--- src/rtl/cal_pkg.sv ---
package cal_pkg;

    parameter int YEAR_W = 12;
    parameter int BYTE_W = 8;

    typedef struct packed {
        logic [YEAR_W-1:0] year;
        logic [3:0]        month;
        logic [4:0]        day;
        logic [4:0]        hour;
        logic [5:0]        minute;
        logic [5:0]        second;
    } cal_bin_t;

    typedef struct packed {
        logic              err;
        logic [BYTE_W-1:0] yr;
        logic [BYTE_W-1:0] mo;
        logic [BYTE_W-1:0] dy;
        logic [BYTE_W-1:0] hr;
        logic [BYTE_W-1:0] mi;
        logic [BYTE_W-1:0] se;
    } set_res_t;

    typedef struct packed {
        logic [7:0] yr_off;
        logic [3:0] mon0;
        logic [4:0] day;
        logic [4:0] hour;
        logic [5:0] minute;
        logic [5:0] second;
    } rd_res_t;

    function automatic logic [7:0] to_bcd(input logic [6:0] v);
        return {4'(v / 7'd10), 4'(v % 7'd10)};
    endfunction

    function automatic logic [7:0] from_bcd(input logic [7:0] b);
        return 8'(b[7:4]) * 8'd10 + 8'(b[3:0]);
    endfunction

endpackage

--- src/rtl/cal_hs_stage.sv ---
module cal_hs_stage #(
    parameter int W = 8
) (
    input  logic         clk,
    input  logic         rst_n,
    input  logic         in_valid,
    output logic         in_ready,
    input  logic [W-1:0] in_data,
    output logic         out_valid,
    input  logic         out_ready,
    output logic [W-1:0] out_data
);

    typedef enum logic {ST_EMPTY, ST_FULL} stage_st_t;

    stage_st_t st, st_nx;
    logic [W-1:0] data_q;

    always_ff @(posedge clk or negedge rst_n) begin
        if (!rst_n) st <= ST_EMPTY;
        else        st <= st_nx;
    end

    always_comb begin
        st_nx = st;
        unique case (st)
            ST_EMPTY: if (in_valid)  st_nx = ST_FULL;   // ACCEPT
            ST_FULL:  if (out_ready) st_nx = ST_EMPTY;  // RELEASE
        endcase
    end

    always_ff @(posedge clk or negedge rst_n) begin
        if (!rst_n)                          data_q <= '0;
        else if (st == ST_EMPTY && in_valid) data_q <= in_data;
    end

    always_comb begin
        in_ready  = (st == ST_EMPTY);
        out_valid = (st == ST_FULL);
        out_data  = data_q;
    end

    p_accept_r1: assert property (@(posedge clk) disable iff (!rst_n)
        in_valid && in_ready |=> out_valid && !in_ready);

    p_hold_r1: assert property (@(posedge clk) disable iff (!rst_n)
        out_valid && !out_ready |=> out_valid && $stable(out_data));

    p_release_r1: assert property (@(posedge clk) disable iff (!rst_n)
        out_valid && out_ready |=> !out_valid && in_ready);

endmodule

--- src/rtl/cal_set_check.sv ---
module cal_set_check
    import cal_pkg::*;
#(
    parameter int YEAR_LO = 1970
) (
    input  cal_bin_t t,
    output set_res_t r
);

    localparam int YEAR_HI = YEAR_LO + 99;
    localparam int CENT_LO = (YEAR_LO / 100) * 100;
    localparam int CENT_HI = CENT_LO + 100;
    localparam logic [YEAR_W-1:0] Y_LO  = YEAR_W'(YEAR_LO);
    localparam logic [YEAR_W-1:0] Y_HI  = YEAR_W'(YEAR_HI);
    localparam logic [YEAR_W-1:0] C_LO  = YEAR_W'(CENT_LO);
    localparam logic [YEAR_W-1:0] C_HI  = YEAR_W'(CENT_HI);

    logic        leap;
    logic [4:0]  mlen;
    logic        bad;
    logic [6:0]  yy;

    always_comb begin
        leap = ((t.year % YEAR_W'(4) == '0) && (t.year % YEAR_W'(100) != '0))
             || (t.year % YEAR_W'(400) == '0);

        unique case (t.month)
            4'd2:                      mlen = leap ? 5'd29 : 5'd28;
            4'd4, 4'd6, 4'd9, 4'd11:   mlen = 5'd30;
            default:                   mlen = 5'd31;
        endcase

        bad = (t.year < Y_LO) || (t.year > Y_HI)
            || (t.month == 4'd0) || (t.month > 4'd12)
            || (t.day == 5'd0) || (t.day > mlen)
            || (t.hour >= 5'd24)
            || (t.minute >= 6'd60) || (t.second >= 6'd60);

        yy = (t.year >= C_HI) ? 7'(t.year - C_HI) : 7'(t.year - C_LO);

        r.err = bad;
        r.yr  = bad ? '0 : to_bcd(yy);
        r.mo  = bad ? '0 : to_bcd(7'(t.month));
        r.dy  = bad ? '0 : to_bcd(7'(t.day));
        r.hr  = bad ? '0 : to_bcd(7'(t.hour));
        r.mi  = bad ? '0 : to_bcd(7'(t.minute));
        r.se  = bad ? '0 : to_bcd(7'(t.second));
    end

endmodule

--- src/rtl/cal_read_decode.sv ---
module cal_read_decode
    import cal_pkg::*;
#(
    parameter int YEAR_LO = 1970,
    parameter int EPOCH   = 1900
) (
    input  logic [7:0] b_yr,
    input  logic [7:0] b_mo,
    input  logic [7:0] b_dy,
    input  logic [7:0] b_hr,
    input  logic [7:0] b_mi,
    input  logic [7:0] b_se,
    output rd_res_t    r
);

    localparam logic [7:0] PIVOT    = 8'(YEAR_LO % 100);
    localparam logic [7:0] CENT_ADJ = 8'((YEAR_LO / 100) * 100 - EPOCH);
    localparam logic [7:0] M_SECMIN = 8'h7F;
    localparam logic [7:0] M_HRDY   = 8'h3F;
    localparam logic [7:0] M_MON    = 8'h1F;

    logic [7:0] yr8, mo8, dy8, hr8, mi8, se8;

    always_comb begin
        yr8 = from_bcd(b_yr);
        mo8 = from_bcd(b_mo & M_MON);
        dy8 = from_bcd(b_dy & M_HRDY);
        hr8 = from_bcd(b_hr & M_HRDY);
        mi8 = from_bcd(b_mi & M_SECMIN);
        se8 = from_bcd(b_se & M_SECMIN);

        r.yr_off = yr8 + ((yr8 < PIVOT) ? 8'd100 : 8'd0) + CENT_ADJ;
        r.mon0   = 4'(mo8 - 8'd1);
        r.day    = 5'(dy8);
        r.hour   = 5'(hr8);
        r.minute = 6'(mi8);
        r.second = 6'(se8);
    end

endmodule

--- src/rtl/cal_codec.sv ---
module cal_codec
    import cal_pkg::*;
#(
    parameter int YEAR_LO = 1970,
    parameter int EPOCH   = 1900
) (
    input  logic              clk,
    input  logic              rst_n,
    input  logic              set_in_valid,
    output logic              set_in_ready,
    input  logic [YEAR_W-1:0] set_year,
    input  logic [3:0]        set_month,
    input  logic [4:0]        set_day,
    input  logic [4:0]        set_hour,
    input  logic [5:0]        set_minute,
    input  logic [5:0]        set_second,
    output logic              set_out_valid,
    input  logic              set_out_ready,
    output logic              set_err,
    output logic [7:0]        bcd_year,
    output logic [7:0]        bcd_month,
    output logic [7:0]        bcd_day,
    output logic [7:0]        bcd_hour,
    output logic [7:0]        bcd_minute,
    output logic [7:0]        bcd_second,
    input  logic              rd_in_valid,
    output logic              rd_in_ready,
    input  logic [7:0]        rd_year_bcd,
    input  logic [7:0]        rd_month_bcd,
    input  logic [7:0]        rd_day_bcd,
    input  logic [7:0]        rd_hour_bcd,
    input  logic [7:0]        rd_minute_bcd,
    input  logic [7:0]        rd_second_bcd,
    output logic              rd_out_valid,
    input  logic              rd_out_ready,
    output logic [7:0]        rd_year_off,
    output logic [3:0]        rd_month0,
    output logic [4:0]        rd_day,
    output logic [4:0]        rd_hour,
    output logic [5:0]        rd_minute,
    output logic [5:0]        rd_second
);

    localparam int SET_W = $bits(set_res_t);
    localparam int RD_W  = $bits(rd_res_t);

    cal_bin_t set_req;
    set_res_t set_comb, set_q;
    rd_res_t  rd_comb, rd_q;

    always_comb begin
        set_req.year   = set_year;
        set_req.month  = set_month;
        set_req.day    = set_day;
        set_req.hour   = set_hour;
        set_req.minute = set_minute;
        set_req.second = set_second;
    end

    cal_set_check #(.YEAR_LO(YEAR_LO)) u_check (
        .t (set_req),
        .r (set_comb)
    );

    cal_hs_stage #(.W(SET_W)) u_set_stage (
        .clk       (clk),
        .rst_n     (rst_n),
        .in_valid  (set_in_valid),
        .in_ready  (set_in_ready),
        .in_data   (set_comb),
        .out_valid (set_out_valid),
        .out_ready (set_out_ready),
        .out_data  (set_q)
    );

    cal_read_decode #(.YEAR_LO(YEAR_LO), .EPOCH(EPOCH)) u_decode (
        .b_yr (rd_year_bcd),
        .b_mo (rd_month_bcd),
        .b_dy (rd_day_bcd),
        .b_hr (rd_hour_bcd),
        .b_mi (rd_minute_bcd),
        .b_se (rd_second_bcd),
        .r    (rd_comb)
    );

    cal_hs_stage #(.W(RD_W)) u_rd_stage (
        .clk       (clk),
        .rst_n     (rst_n),
        .in_valid  (rd_in_valid),
        .in_ready  (rd_in_ready),
        .in_data   (rd_comb),
        .out_valid (rd_out_valid),
        .out_ready (rd_out_ready),
        .out_data  (rd_q)
    );

    always_comb begin
        set_err     = set_q.err;
        bcd_year    = set_q.yr;
        bcd_month   = set_q.mo;
        bcd_day     = set_q.dy;
        bcd_hour    = set_q.hr;
        bcd_minute  = set_q.mi;
        bcd_second  = set_q.se;
        rd_year_off = rd_q.yr_off;
        rd_month0   = rd_q.mon0;
        rd_day      = rd_q.day;
        rd_hour     = rd_q.hour;
        rd_minute   = rd_q.minute;
        rd_second   = rd_q.second;
    end

    function automatic logic digits_ok(input logic [7:0] b);
        return (b[7:4] <= 4'd9) && (b[3:0] <= 4'd9);
    endfunction

    p_err_zero_r8: assert property (@(posedge clk) disable iff (!rst_n)
        set_out_valid && set_err |->
            (bcd_year == 8'd0) && (bcd_month == 8'd0) && (bcd_day == 8'd0)
            && (bcd_hour == 8'd0) && (bcd_minute == 8'd0) && (bcd_second == 8'd0));

    p_bcd_digits_r7: assert property (@(posedge clk) disable iff (!rst_n)
        set_out_valid && !set_err |->
            digits_ok(bcd_year) && digits_ok(bcd_month) && digits_ok(bcd_day)
            && digits_ok(bcd_hour) && digits_ok(bcd_minute) && digits_ok(bcd_second));

    p_legal_fields_r6: assert property (@(posedge clk) disable iff (!rst_n)
        set_out_valid && !set_err |->
            (bcd_hour < 8'h24) && (bcd_minute < 8'h60) && (bcd_second < 8'h60)
            && (bcd_month != 8'h00) && (bcd_month <= 8'h12) && (bcd_day != 8'h00));

endmodule

--- config.mk ---
export PLATFORM = sky130hd
export DESIGN_NAME = cal_codec
export DESIGN_NICKNAME = d
export VERILOG_FILES = /design/src/rtl/cal_pkg.sv /design/src/rtl/cal_hs_stage.sv /design/src/rtl/cal_set_check.sv /design/src/rtl/cal_read_decode.sv /design/src/rtl/cal_codec.sv
export SDC_FILE = /design/constraint.sdc
export NUM_CORES = 1
export LEC_CHECK = 0
export BUFFER_PORTS_ARGS = -buffer_cell sky130_fd_sc_hd__buf_4
export CELL_PAD_IN_SITES_DETAIL_PLACEMENT = 2
export CELL_PAD_IN_SITES_GLOBAL_PLACEMENT = 2
export CORE_UTILIZATION = 33
export DETAILED_ROUTE_END_ITERATION = 7
export PLACE_DENSITY_LB_ADDON = 0.08
export SYNTH_ARGS = -nofsm -noshare
export SYNTH_HDL_FRONTEND = slang
export SYNTH_SLANG_ARGS = --single-unit
--- constraint.sdc ---
create_clock -name clk -period 5.85 [get_ports clk]
set_clock_uncertainty 0.1 [all_clocks]
set_input_delay 0.8775 -clock clk [delete_from_list [all_inputs] [get_ports clk]]
set_output_delay 0.8775 -clock clk [all_outputs]
set_load 0.05 [all_outputs]
# ---- Word-level counts from Yosys, hierarchy flattened
# Index checks and enable logic that the tools add are counted.
# Widths: inputs -> output; s select.
dict set report classes {
  order_cmp 9
  n_reduce_logical 18
  mux 16
  n_eq_ne 5
  bitwise_logic 2
  add_sub_neg 10
  div_mod_pow 14
  multipliers 6
}
# operator n
set op_table {}
lappend op_table {{$mux 8} 6}
lappend op_table {{$logic_not 12->1} 2}
lappend op_table {{$div 5x4->7 const B} 2}
lappend op_table {{$div 6x4->7 const B} 2}
lappend op_table {{$mod 5x4->7 const B} 2}
lappend op_table {{$mod 6x4->7 const B} 2}
lappend op_table {{$mux 7} 2}
lappend op_table {{$sub 7x7->7 const B} 2}
lappend op_table {{$add 6x4->6} 2}
lappend op_table {{$ge 12x11->1 const B} 1}
lappend op_table {{$ge 6x6->1 const B} 2}
lappend op_table {{$gt 12x12->1 const B} 1}
lappend op_table {{$lt 12x11->1 const B} 1}
lappend op_table {{$mod 12x7->12 const B} 1}
lappend op_table {{$mod 12x9->12 const B} 1}
lappend op_table {{$reduce_bool 12->1} 1}
lappend op_table {{$add 5x4->5} 2}
lappend op_table {{$mul 3x3->5 const B} 2}
lappend op_table {{$pmux 5 s2} 1}
lappend op_table {{$logic_or 1x1->1} 9}
lappend op_table {{$add 8x4->8} 1}
lappend op_table {{$add 8x7->8} 1}
lappend op_table {{$eq 4x3->1 const B} 2}
lappend op_table {{$eq 4x4->1 const B} 2}
lappend op_table {{21 further kinds} 30}
dict set report word_totals {
  out_inout_bits 87
  wordCells 84
  register_bits 85
  input_bits 92
}

# ---- Longest topological paths before layout
dict set report logic_depth {
  depth_word 12
  ltp_mapped 24
  ltp_nobuf 21
}

# ---- By module
# From an unflattened synthesis, not the netlist that was laid out.
dict set report unflattened {
  cells_unflattened 839
  area_unflattened_um2 8070.2
}
# mod cells_per_inst area_each_um2 seq_area_each_um2 n_inst
set by_module_without_submodules {}
lappend by_module_without_submodules {cal_set_check 531 3493.4 0.0 1}
lappend by_module_without_submodules {{cal_hs_stage at u_set_stage} 108 2072.0 1251.2 1}
lappend by_module_without_submodules {{cal_hs_stage at u_rd_stage} 76 1430.1 875.8 1}
lappend by_module_without_submodules {cal_read_decode 124 1074.8 0.0 1}

# ---- Worst setup path before layout
# OpenSTA, ideal clock, no wires.
dict set report synth_timing {
  path_kind {input to register}
  startpoint {input set_year[5]}
  endpoint {register u_set_stage.data_q[36] (netlist: u_set_stage.out_data[36])}
  n_path_buf 3
  setup_time_ns 0.083
  slack_ns -0.473
  stages 23
  t_required_ns 5.667
  arrival_ns 6.141
  path_cell_list {clkbuf_1 clkinv_1 ha_1 nand2b_1 o31ai_1 a2111oi_4 o21ba_2 o21bai_4 mux2i_4 nand2_1 a311oi_2 xor2_2 mux2_4 o21ai_1 nand3b_1 ha_1 a21oi_1 o21ai_0 nand3_1 or4_1 clkbuf_1 clkbuf_1 o21ai_0}
}
dict set report synth_between {
  elab_chain_cells 12
  word_cells_on_any_way 20
  cone_classes {2 x div; 3 x order compare; 3 x mux; 12 x reduce/logical}
}
# item line_no
set synth_lines {}
lappend synth_lines {{from (decl)} cal_codec.sv:11} ;# input logic [YEAR_W-1:0] set_year,
lappend synth_lines {{$mod 12x7->12} cal_set_check.sv:24} ;# leap = ((t.year % YEAR_W'(4) == '0) && (t.year % YEAR_W'(100) != '0))
lappend synth_lines {{$reduce_bool 12->1} cal_set_check.sv:24}
lappend synth_lines {{$logic_and 1x1->1} cal_set_check.sv:24}
lappend synth_lines {{$logic_or 1x1->1} cal_set_check.sv:25} ;# || (t.year % YEAR_W'(400) == '0);
lappend synth_lines {{$mux 1} cal_set_check.sv:28} ;# 4'd2: mlen = leap ? 5'd29 : 5'd28;
lappend synth_lines {{$pmux 5 s2} cal_set_check.sv:27} ;# unique case (t.month)
lappend synth_lines {{$gt 5x5->1} cal_set_check.sv:35} ;# || (t.day == 5'd0) || (t.day > mlen)
lappend synth_lines {{$logic_or 1x1->1 *} cal_set_check.sv:35}
lappend synth_lines {{$logic_or 1x1->1 *} cal_set_check.sv:36} ;# || (t.hour >= 5'd24)
lappend synth_lines {{$logic_or 1x1->1 * (2 in a row)} cal_set_check.sv:37} ;# || (t.minute >= 6'd60) || (t.second >= 6'd60);
lappend synth_lines {{$mux 8 *} cal_set_check.sv:43} ;# r.mo = bad ? '0 : to_bcd(7'(t.month));
lappend synth_lines {{to (signal assigned)} cal_hs_stage.sv:34} ;# else if (st == ST_EMPTY && in_valid) data_q <= in_data;
lappend synth_lines {{to (decl)} cal_hs_stage.sv:17} ;# logic [W-1:0] data_q;
# Every way passes the cells marked *; elsewhere a longest branch is shown, timed or not.
# A chain may end at the register's enable or synchronous reset.

# ---- Final worst setup path
dict set report layout_timing {
  startpoint {input set_year[4]}
  endpoint {register u_set_stage.data_q[20] (netlist: u_set_stage.out_data[20])}
}
dict set report layout_between {
  elab_chain_cells 12
  word_cells_on_any_way 20
  cone_classes {2 x div; 3 x order compare; 3 x mux; 12 x reduce/logical}
}
# item line_no
set layout_lines {}
lappend layout_lines {{$mod 12x7->12} cal_set_check.sv:24}
lappend layout_lines {{$reduce_bool 12->1} cal_set_check.sv:24}
lappend layout_lines {{$logic_and 1x1->1} cal_set_check.sv:24}
lappend layout_lines {{$logic_or 1x1->1} cal_set_check.sv:25}
lappend layout_lines {{$mux 1} cal_set_check.sv:28}
lappend layout_lines {{$pmux 5 s2} cal_set_check.sv:27}
lappend layout_lines {{$gt 5x5->1} cal_set_check.sv:35}
lappend layout_lines {{$logic_or 1x1->1 *} cal_set_check.sv:35}
lappend layout_lines {{$logic_or 1x1->1 *} cal_set_check.sv:36}
lappend layout_lines {{$logic_or 1x1->1 * (2 in a row)} cal_set_check.sv:37}
lappend layout_lines {{$mux 8 *} cal_set_check.sv:45} ;# r.hr = bad ? '0 : to_bcd(7'(t.hour));
# Marked as above.

==> results.py <==
metrics = {
    "clock_network": {
        "cts_tree": "done",
        "cts.path.max_buffers": 2,
        "htreeDepth": 3,
        "clkLatencyLatePin_ns": 0.34,
        "cts_hold_buf": 0,
        "clkTransAtPathRegs_ns": 0.06,
        "cts_root_buffer": "clkbuf_16",
        "cts.sinks": 76,
        "cts-buffers-inserted": 9,
    },
    "place": {
        "gp_congestion": 0.811,
        "dp.cells": 1107,
        "place_ws_ns": -0.275,
        "dp.final_hpwl_um": 16700,
        "io_buffers": 160,
    },
    "worst_setup_path": {
        "path_max_fanout": 10,
        "cp_slowest_cell": "or4_4",
        "crit-reg2reg-capture": "u_set_stage.out_data[20]",
        "critical_path.startpoint_type": "input pin",
        "crit_required_ns": 6.00,
        "ff2ff_setup_slack_ns": 3.52,
        "cp_data_arrival_time_ns": 5.63,
        "path_cells": "buf_4 -> clkinv_1 -> ha_1 -> nand2b_1 -> or4_4 -> a2111oi_4 -> o21ba_2 -> o21bai_4 -> mux2_4 -> o31a_1 -> or3_1 -> o311a_1 -> mux2_4 -> a211oi_2 -> nand3b_1 -> ha_1 -> nor2b_1 -> o21ai_0 -> nand3_1 -> or4_4 -> buf_4 -> o21ai_0",
        "cp_slowest_stage_delay_ns": 0.58,
        "end_kind": "flip-flop",
        "crit_type": "input pin to flip-flop",
        "r2r_start": "u_set_stage.out_valid",
        "rr_worst_depth": 8,
    },
    "worst_hold_path": {
        "hold_class": "flip-flop to flip-flop",
        "hp-start": "u_set_stage.out_data[17]",
        "holdPathEnd": "u_set_stage.out_data[17]",
        "hold_depth": 2,
    },
    "synthesis": {
        "yosysWarnings": 0,
        "synth_edf_count": 0,
        "synthDistinctLibCells": 78,
        "synth_ff_type": "dfrtp_1",
        "synth-async-reset-ratio": 1.00,
        "synth_area_um2": 6210,
        "synth_cells": 713,
        "postSynthAreaPerCell_um2": 8.71,
        "synth_seq_cells": 76,
        "yosysSeqAreaShare": 0.306,
    },
    "global_route": {
        "met2_usage": 0.407,
        "grt.busiest_layer": "met2",
        "met1_usage": 0.268,
        "antenna_found_initial": 0,
        "grt_util_all_layers": 0.219,
        "grt_util_met3": 0.0269,
        "grt_overflow": 0,
        "grt_max_degree": 77,
        "grt_pass1_wl_um": 34200,
        "grt_pass1_vias": 6532,
    },
    "routing": {
        "vias_per_cell": 5.34,
        "routed_wl_um": 20800,
        "first_pass_iters": 8,
        "num_vias": 5996,
        "drt_iter0_drc": 202,
        "drc": 17,
        "antenna_left": 0,
        "wire_per_inst_um": 18.5,
    },
    "power_and_ir_drop": {
        "peakVddDrop_uv": 122,
        "p_per_area_nw_per_um2": 286,
        "p_leak_nw": 3.93,
    },
    "floorplan": {
        "start_util": 0.341,
        "dieArea_um2": 19400,
        "core-area_um2": 18200,
        "die_w_um": 139,
        "io_pins": 179,
        "die_y_um": 139,
        "rows": 49,
    },
    "final_layout": {
        "final_cell_mix": "buf_4, o21ai_0, nand2_1, dfrtp_1",
        "fin_cells": 1123,
        "drive_above_1_share": 0.285,
        "layout_commonest_cell": "buf_4",
        "num_antenna_cells": 0,
        "nNetsFinal": 1036,
        "area_growth_pct": 31.6,
    },
    "sta": {
        "max_slew_margin": 0.332,
        "tightest_slew_ns": 1.00,
        "timing.fmax_mhz": 182,
        "fin_ws_ns": 0.365,
        "hold_viol": 0,
        "rsz0062_at_grt": "no",
        "slew_violations": 0,
        "period_minus_slack_ns": 5.48,
        "setup_viol": 0,
        "finalCritPeriodShare": 0.938,
    },
    "job": {
        "maxCapViolCount": 0,
    },
    "outcome": {
        "violations": "DRC",
        "outcome": "complete, but fails checks",
    },
}
==> registers in the layout (all words and copies together) (netlist names) <==
register and count:
u_set_stage.out_data 40, u_set_stage.out_valid 1, u_rd_stage.out_valid 1, u_rd_stage.out_data 34
==> cells by family after synthesis <==
group / share of synthesized area
AO/OA/AOI/OAI: 0.233
AND/OR/NAND/NOR: 0.146
buffers and inverters: 0.0629
flip-flops: 0.306
adder cells (fa/ha/maj): 0.121
XOR/XNOR: 0.0715
multiplexers: 0.0584
other: 0.000604
==> cell type report <==
type	count	area, um^2
Fill cell	2042	10000
Multi-Input combinational cell	553	3970
Sequential cell	76	1900
Timing Repair Buffer	199	1490
Tap cell	229	287
Clock buffer	9	225
Inverter	50	193
Clock inverter	7	100
==> worst max-delay path by stage <==
stage	from	endpoint	slack (ns)
4_1_cts	set_year[4]	u_set_stage.out_data[1]	0.06
5_1_grt	set_year[4]	u_set_stage.out_data[25]	0.006
3_5_place_dp	set_year[4]	u_set_stage.out_data[1]	-0.27
3_3_place_gp	set_year[4]	u_set_stage.out_data[19]	-0.02
2_1_floorplan	set_year[4]	u_set_stage.out_data[36]	0.04
6_report	set_year[4]	u_set_stage.out_data[20]	0.37
==> what timing repair did <==
action,CTS,global route
resized for setup,0,5
setup endpoints to repair,0,31
buffers inserted,0,0
==> metal layers <==
layer | vias up | share of wire | wire length (um)
met5 | - | 0 | 0
met1 | 2990 | 0.44 | 9140
li1 | 2888 | - | -
met2 | 105 | 0.52 | 10800
met3 | 13 | 0.033 | 678
met4 | 0 | 0.0083 | 172
==> stage by stage <==
step           utilization  power (mW)  setup TNS [ns]  instance area (um^2)  hold slack [ns]
2_1_floorplan            -        1.36               0                  6270            0.482
3_3_place_gp         0.430        1.69          -0.174                  7840            0.363
3_5_place_dp         0.430        1.74           -6.37                  7840            0.374
4_1_cts              0.448        2.37               0                  8160            0.388
5_1_grt              0.449        2.46               0                  8170            0.408
6_report             0.449        2.34               0                  8170            0.385
==> cells in the mapped netlist, types with 12 or more instances <==
library cell	instances	area share
o21ai_0	82	0.066
nand2_1	77	0.047
dfrtp_1	76	0.31
ha_1	48	0.097
inv_1	48	0.029
a21oi_1	35	0.028
xnor2_1	35	0.049
nor2_1	31	0.019
clkbuf_1	29	0.018
mux2_2	14	0.025
mux2i_1	13	0.021
nand3_1	13	0.010
a21o_1	12	0.015
a22o_1	12	0.017
a31oi_1	12	0.012
nor3_1	12	0.0097
xor2_1	12	0.017
==> where the power goes <==
part / leakage (nW) / switching (mW) / total, mW / internal (mW)
registers: 0.988 / 0.0450 / 0.648 / 0.603
clock network: 0.148 / 0.234 / 0.609 / 0.376
logic: 2.80 / 0.694 / 1.08 / 0.388
total: 3.93 / 0.973 / 2.34 / 1.37
==> worst max-delay path: cells and delay by family <==
| family | cells | cell delay, ns |
|---|---|---|
| buffers and inverters | 3 | 0.37 |
| AOI/OAI and AO/OA | 8 | 1.60 |
| and+or+nand+nor | 7 | 1.83 |
| muxes | 2 | 0.56 |
| adders and majority gates | 2 | 0.36 |
No activity file was read; power rests on OpenSTA's default activity.
